**src/rtl/sif_pkg.sv**
```systemverilog
package sif_pkg;
  localparam int NFLAG = 8;

  // Status bit positions (software decodes these)
  localparam int B_GCALL  = 0;
  localparam int B_ADDR   = 1;
  localparam int B_ARBOVR = 2;
  localparam int B_STOP   = 3;
  localparam int B_NACK   = 4;
  localparam int B_RXFULL = 5;
  localparam int B_TXEND  = 6;
  localparam int B_TXEMP  = 7;

  typedef struct packed {
    logic i2c;
    logic master;
    logic tx;
    logic ack_chk;
  } sif_mode_t;
endpackage

```
**src/rtl/sif_rst_sync.sv**
```systemverilog
module sif_rst_sync #(
  parameter int STAGES = 2
) (
  input  logic clk,
  input  logic rst_n,
  output logic rst_sync_n
);
  logic [STAGES-1:0] sync_q;
  logic [STAGES-1:0] sync_d;

  always_comb begin
    sync_d = {sync_q[STAGES-2:0], 1'b1};
  end

  always_ff @(posedge clk or negedge rst_n) begin
    if (!rst_n) sync_q <= '0;
    else        sync_q <= sync_d;
  end

  assign rst_sync_n = sync_q[STAGES-1];
endmodule

```
**src/rtl/sif_frame_track.sv**
```systemverilog
module sif_frame_track #(
  parameter int CNT_W    = 4,
  parameter int ACK_EDGE = 9
) (
  input  logic             clk,
  input  logic             rst_ni,
  input  logic             i2c,
  input  logic             scl_rise,
  input  logic [CNT_W-1:0] bit_num,
  input  logic             start_det,
  input  logic             stop_det,
  input  logic             sync_tx_last,
  input  logic             sync_rx_last,
  output logic             frame_end,
  output logic             first_frame,
  output logic             frame_done
);
  localparam logic [CNT_W-1:0] ACK_NUM = CNT_W'(ACK_EDGE);

  logic first_q, first_d;
  logic done_q, done_d;

  always_comb begin
    frame_end = i2c && scl_rise && (bit_num == ACK_NUM);

    first_d = first_q;
    if (start_det)      first_d = 1'b1;
    else if (frame_end) first_d = 1'b0;

    done_d = done_q;
    if (start_det || stop_det)                           done_d = 1'b0;
    else if (frame_end || sync_tx_last || sync_rx_last) done_d = 1'b1;
  end

  always_ff @(posedge clk or negedge rst_ni) begin
    if (!rst_ni) begin
      first_q <= 1'b0;
      done_q  <= 1'b0;
    end else begin
      first_q <= first_d;
      done_q  <= done_d;
    end
  end

  assign first_frame = first_q;
  assign frame_done  = done_q;

  AST_START_OPENS_FRAME: assert property (@(posedge clk) disable iff (!rst_ni)
    start_det |=> (first_frame && !frame_done));
endmodule

```
**src/rtl/sif_event_decode.sv**
```systemverilog
module sif_event_decode
  import sif_pkg::*;
(
  input  sif_mode_t        mode,
  input  logic             scl_rise,
  input  logic             frame_end,
  input  logic             first_frame,
  input  logic             frame_done,
  input  logic             sda_pin,
  input  logic             sda_drv,
  input  logic             start_det,
  input  logic             stop_det,
  input  logic             addr_hit,
  input  logic             gcall_hit,
  input  logic             tx_load,
  input  logic             tx_mode_sel,
  input  logic             start_gen,
  input  logic             slv_to_tx,
  input  logic             sync_tx_last,
  input  logic             sync_rx_last,
  input  logic             rx_copy,
  input  logic             rdr_rd,
  input  logic             tdr_wr,
  input  logic [NFLAG-1:0] flags,
  output logic [NFLAG-1:0] set_vec,
  output logic [NFLAG-1:0] side_clr
);
  logic slave_rx;
  logic arb_lost;
  logic overrun;

  always_comb begin
    slave_rx = mode.i2c && !mode.master && !mode.tx;
    arb_lost = mode.master &&
               ((mode.tx && scl_rise && (sda_drv != sda_pin)) ||
                (start_det && sda_pin));
    overrun  = sync_rx_last && flags[B_RXFULL];

    set_vec           = '0;
    set_vec[B_GCALL]  = slave_rx && first_frame && gcall_hit;
    set_vec[B_ADDR]   = slave_rx && first_frame && addr_hit;
    set_vec[B_ARBOVR] = mode.i2c ? arb_lost : overrun;
    set_vec[B_STOP]   = mode.i2c && stop_det && frame_done;
    set_vec[B_NACK]   = mode.ack_chk && mode.tx && frame_end && sda_pin;
    set_vec[B_RXFULL] = rx_copy;
    set_vec[B_TXEND]  = mode.i2c ? (frame_end && flags[B_TXEMP]) : sync_tx_last;
    set_vec[B_TXEMP]  = tx_load || tx_mode_sel || start_gen || slv_to_tx;

    side_clr           = '0;
    side_clr[B_TXEMP]  = tdr_wr;
    side_clr[B_TXEND]  = tdr_wr;
    side_clr[B_RXFULL] = rdr_rd;
  end
endmodule

```
**src/rtl/sif_flag_bit.sv**
```systemverilog
module sif_flag_bit (
  input  logic clk,
  input  logic rst_ni,
  input  logic set_i,
  input  logic side_clr_i,
  input  logic rd_i,
  input  logic wr_i,
  input  logic wbit_i,
  output logic q
);
  logic q_d;
  logic armed_q, armed_d;
  logic clr_req;

  always_comb begin
    clr_req = wr_i && !wbit_i && armed_q;

    q_d = q;
    if (set_i)                      q_d = 1'b1;
    else if (clr_req || side_clr_i) q_d = 1'b0;

    armed_d = armed_q;
    if (wr_i)           armed_d = 1'b0;
    else if (rd_i && q) armed_d = 1'b1;
  end

  always_ff @(posedge clk or negedge rst_ni) begin
    if (!rst_ni) begin
      q       <= 1'b0;
      armed_q <= 1'b0;
    end else begin
      q       <= q_d;
      armed_q <= armed_d;
    end
  end

  AST_WR_ONE_KEEPS: assert property (@(posedge clk) disable iff (!rst_ni)
    (wr_i && wbit_i && !set_i && !side_clr_i) |=> (q == $past(q)));
  AST_CLR_NEEDS_READ: assert property (@(posedge clk) disable iff (!rst_ni)
    (q && !armed_q && !set_i && !side_clr_i) |=> q);
  AST_SET_WINS: assert property (@(posedge clk) disable iff (!rst_ni)
    set_i |=> q);
endmodule

```
**src/rtl/sif_status_unit.sv**
```systemverilog
module sif_status_unit
  import sif_pkg::*;
#(
  parameter int CNT_W    = 4,
  parameter int ACK_EDGE = 9
) (
  input  logic             clk,
  input  logic             rst_n,
  input  logic             mode_i2c,
  input  logic             mode_master,
  input  logic             mode_tx,
  input  logic             ack_chk_en,
  input  logic             scl_rise,
  input  logic [CNT_W-1:0] bit_num,
  input  logic             sda_pin,
  input  logic             sda_drv,
  input  logic             start_det,
  input  logic             stop_det,
  input  logic             addr_hit,
  input  logic             gcall_hit,
  input  logic             tx_load,
  input  logic             tx_mode_sel,
  input  logic             start_gen,
  input  logic             slv_to_tx,
  input  logic             sync_tx_last,
  input  logic             sync_rx_last,
  input  logic             rx_copy,
  input  logic             st_rd,
  input  logic             st_wr,
  input  logic [7:0]       st_wdata,
  input  logic             rdr_rd,
  input  logic             tdr_wr,
  output logic [7:0]       st_rdata,
  output logic             xfer_halt
);
  logic             rst_ni;
  sif_mode_t        mode;
  logic             frame_end, first_frame, frame_done;
  logic [NFLAG-1:0] flags, set_vec, side_clr;

  always_comb begin
    mode.i2c     = mode_i2c;
    mode.master  = mode_master;
    mode.tx      = mode_tx;
    mode.ack_chk = ack_chk_en;
  end

  sif_rst_sync #(.STAGES(2)) u_rst (
    .clk(clk), .rst_n(rst_n), .rst_sync_n(rst_ni)
  );

  sif_frame_track #(.CNT_W(CNT_W), .ACK_EDGE(ACK_EDGE)) u_frame (
    .clk(clk), .rst_ni(rst_ni), .i2c(mode_i2c), .scl_rise(scl_rise),
    .bit_num(bit_num), .start_det(start_det), .stop_det(stop_det),
    .sync_tx_last(sync_tx_last), .sync_rx_last(sync_rx_last),
    .frame_end(frame_end), .first_frame(first_frame), .frame_done(frame_done)
  );

  sif_event_decode u_dec (
    .mode(mode), .scl_rise(scl_rise), .frame_end(frame_end),
    .first_frame(first_frame), .frame_done(frame_done),
    .sda_pin(sda_pin), .sda_drv(sda_drv), .start_det(start_det),
    .stop_det(stop_det), .addr_hit(addr_hit), .gcall_hit(gcall_hit),
    .tx_load(tx_load), .tx_mode_sel(tx_mode_sel), .start_gen(start_gen),
    .slv_to_tx(slv_to_tx), .sync_tx_last(sync_tx_last),
    .sync_rx_last(sync_rx_last), .rx_copy(rx_copy), .rdr_rd(rdr_rd),
    .tdr_wr(tdr_wr), .flags(flags), .set_vec(set_vec), .side_clr(side_clr)
  );

  for (genvar i = 0; i < NFLAG; i++) begin : g_flag
    sif_flag_bit u_bit (
      .clk(clk), .rst_ni(rst_ni), .set_i(set_vec[i]), .side_clr_i(side_clr[i]),
      .rd_i(st_rd), .wr_i(st_wr), .wbit_i(st_wdata[i]), .q(flags[i])
    );
  end

  assign st_rdata  = flags;
  assign xfer_halt = flags[B_NACK] && ack_chk_en;

  AST_TDR_WR_CLEARS: assert property (@(posedge clk) disable iff (!rst_ni)
    (tdr_wr && !(tx_load || tx_mode_sel || start_gen || slv_to_tx))
      |=> !st_rdata[B_TXEMP]);
  AST_RDR_RD_CLEARS: assert property (@(posedge clk) disable iff (!rst_ni)
    (rdr_rd && !rx_copy) |=> !st_rdata[B_RXFULL]);
  AST_RXFULL_ON_COPY: assert property (@(posedge clk) disable iff (!rst_ni)
    rx_copy |=> st_rdata[B_RXFULL]);
  AST_NO_OVR_IN_I2C: assert property (@(posedge clk) disable iff (!rst_ni)
    (mode_i2c && !mode_master && !st_rdata[B_ARBOVR] && !st_wr) |=> !st_rdata[B_ARBOVR]);
endmodule

```
**config.mk**
```make
export PLATFORM = sky130hd
export DESIGN_NAME = sif_status_unit
export DESIGN_NICKNAME = d
export VERILOG_FILES = /design/src/rtl/sif_pkg.sv /design/src/rtl/sif_rst_sync.sv /design/src/rtl/sif_frame_track.sv /design/src/rtl/sif_event_decode.sv /design/src/rtl/sif_flag_bit.sv /design/src/rtl/sif_status_unit.sv
export SDC_FILE = /design/constraint.sdc
export NUM_CORES = 1
export LEC_CHECK = 0
export BUFFER_PORTS_ARGS = -buffer_cell sky130_fd_sc_hd__buf_4
export CORE_MARGIN = 4
export CORE_UTILIZATION = 46
export CTS_BUF_LIST = sky130_fd_sc_hd__clkbuf_4 sky130_fd_sc_hd__clkbuf_8
export CTS_CLUSTER_SIZE = 12
export DETAILED_ROUTE_END_ITERATION = 8
export GPL_TIMING_DRIVEN = 0
export PLACE_DENSITY = 0.8
export SYNTH_ARGS = -nofsm -noshare
export SYNTH_HDL_FRONTEND = slang
export SYNTH_SLANG_ARGS = --single-unit
```
**constraint.sdc**
```tcl
create_clock -name clk -period 0.8 [get_ports clk]
set_input_delay 0.08 -clock clk [delete_from_list [all_inputs] [get_ports clk]]
set_output_delay 0.08 -clock clk [all_outputs]
set_load 0.01 [all_outputs]
```
==> run metrics <==
worst reg2reg path startpoint=u_frame.first_frame$_DFFE_PN0P_; DRC Markers=0; vias in the first global route=986; run status=finished, violations left; clock buffers created by TritonCTS=3; kind of start point of the critical path=flop; reg-to-reg endpoint=g_flag[1].u_bit.q$_DFFE_PN0P_; Max-cap violations=0; synthesized net count=118; Max Fclk=932 MHz; type of destination of the critical path=primary output; Area contributors post-synth=dfrtp_1, buf_4, nand3b_1; Mapped Area=907 um2; largest vdd supply drop=1290 uV; power density over the cells=1780 nW/um2; violated checks=setup timing; most common cell in the netlist=dfrtp_1; count of pins over their slew limit=0; gr usage total=0.229; Post-DP Area=1260 um2; largest net degree at the start of global routing=19; syn_area_per_cell=11.1 um2; Worst slew margin=0.514; Hold WS=5.11 ps; data required time at the worst endpoint=720 ps; R2R cell count=2; arrival time of the worst setup path=990 ps; Final Hold Vio Count=0; Post-Layout Inst Area=1590 um2; proportion of synthesized flip-flops having asynchronous set or reset=1.00; reported leakage power=0.744 nW; Starting DRT DRC Count=14; global-route wire length before repair=4530 um; HPWL Detailed=1690 um; RSZ-0062 raised after global routing=yes; filler-free cell count of the finished design=170; drt wl/cell=18.0 um; Worst Max-Slew Pin Slew=729 ps; clock skew=10.0 ps; DRT Pass-1 Iters=4; Area growth syn-to-layout=75.2%; initial antenna violation count=0; path type of the worst setup path=flop to primary output; TritonCTS clock tree=yes; clock slew at reported path FFs=120 ps; net count reported at finish=182; count of endpoints failing setup in the final report=24; post-placement cell count=150; dominant synthesized flop cell=dfrtp_1; Die H=52.4 um; effective utilization at floorplan=0.503; unique cell type count in the Yosys netlist=29; FF-to-FF setup slack=-140 ps; worst-case setup margin in the final layout=-273 ps; clock latency of the later-clocked register in the worst-skew pair=310 ps; final antenna diode count=0; standard cell core area=1800 um2; horizontal die dimension=52.4 um; count of flip-flops with a built-in enable after synthesis=0; final weighted congestion in routability-driven placement=0.764; leftover overflow at the end of global routing=0; Final Cycle Share=1.34; buffer levels on the longest clock path=2; total number of vias=908; post-synth top area cell=dfrtp_1; share of post-route cells with drive strength above 1=0.579; start point of the worst hold path=addr_hit; utilization after layout=0.882; fin crit period=1070 ps; cells after synthesis=82; via/cell ratio=5.34; pre-CTS setup slack=-127 ps; clock tree root driver cell=clkbuf_4; number of synthesized register bits=20; sequential share of the synthesized area=0.552; I/O pin total=45; commonest cells in the synthesized netlist=dfrtp_1, a21oi_1, buf_4, nor2_1, nand3b_1; hold worst-path end=g_flag[1].u_bit.q$_DFFE_PN0P_; highest fanout seen on the critical path=3; post-synth top area share=0.552; CTS sink count=20; number of warnings reported in the yosys synthesis log=0; # port buffers=43; total routed wirelength=3050 um; count of nets left with antenna violations after detail routing=0; class of the tightest hold or removal check=primary input to flop; number of H-tree branching levels=1; number of core rows=15; Die Footprint=2750 um2; cell depth of the worst min-delay path=2
## metrics by stage
step,power (mW),setup TNS [ps]
detailed placement,1.84,-512
finish,2.83,-3190
global placement,1.81,-461
CTS,2.73,-2660
floorplan,1.52,-130
global route,2.92,-3680
## where the power goes
group          internal (mW)  switching [mW]
clock                  0.278           0.328
sequential              1.13           0.124
combinational          0.641           0.335
total                   2.05           0.787
## cell type report
class | instances | area, um2
Timing Repair Buffer | 59 | 518
Sequential cell | 20 | 502
Multi-Input combinational cell | 49 | 389
Fill cell | 84 | 213
Buffer | 10 | 101
Clock buffer | 4 | 36.3
Tap cell | 25 | 31.3
Inverter | 3 | 11.3
## worst max-delay path, stage by stage (launching register included)
cell and delay, ps:
dfrtp_1 420, and2_4 150, buf_6 110
## registers in the layout, summed over array words and instances (netlist names)
name / flops
g_flag.u_bit.armed_q: 8
g_flag.u_bit.q: 8
u_rst.sync_q: 2
u_frame.first_frame: 1
u_frame.frame_done: 1
## how the worst max path moves through the flow
stage,from,endpoint,slack [ps],cells past startpoint
after floorplan,u_frame.first_frame$_DFFE_PN0P_,g_flag[0].u_bit.q$_DFFE_PN0P_,-60,2
after global placement,u_frame.first_frame$_DFFE_PN0P_,g_flag[0].u_bit.q$_DFFE_PN0P_,-120,2
after detailed placement,u_frame.first_frame$_DFFE_PN0P_,g_flag[0].u_bit.q$_DFFE_PN0P_,-130,2
after CTS,g_flag[4].u_bit.q$_DFFE_PN0P_,xfer_halt,-260,2
after global routing,g_flag[4].u_bit.q$_DFFE_PN0P_,xfer_halt,-290,2
final,g_flag[4].u_bit.q$_DFFE_PN0P_,xfer_halt,-270,2
## timing repair
item,in CTS,in global routing
setup buffers,8,4
hold buffers,6,0
endpoints found under the setup margin,13,44
pin swaps,10,4
gates resized for setup,31,11
hold endpoints to repair,7,0
## per-layer routing
metal	global-route usage	vias up	part of all wire
li1	-	411	-
met1	0.263	442	0.35
met2	0.440	49	0.56
met3	0.0342	6	0.064
met4	0.0511	0	0.023
met5	0	-	0
## placed cells by master, fill, tap and decap left out, types with 2 or more instances in the layout
cell type,instances
inv_1,2
nor2_1,8
clkbuf_4,3
and4bb_1,2
buf_6,24
nand4_1,2
nand3b_1,7
nand2_1,2
a22o_1,2
dfrtp_1,19
buf_4,38
dlygate4sd3_1,6
a21oi_2,7
## kinds of logic after synthesis
group / count (synthesis) / share of synthesized area
compound gates: 20 / 0.153
xor+xnor: 1 / 0.00966
buf+inv: 13 / 0.0952
flops: 20 / 0.552
other cells: 1 / 0.00413
simple gates: 27 / 0.186
(Power assumes the default switching activity.)
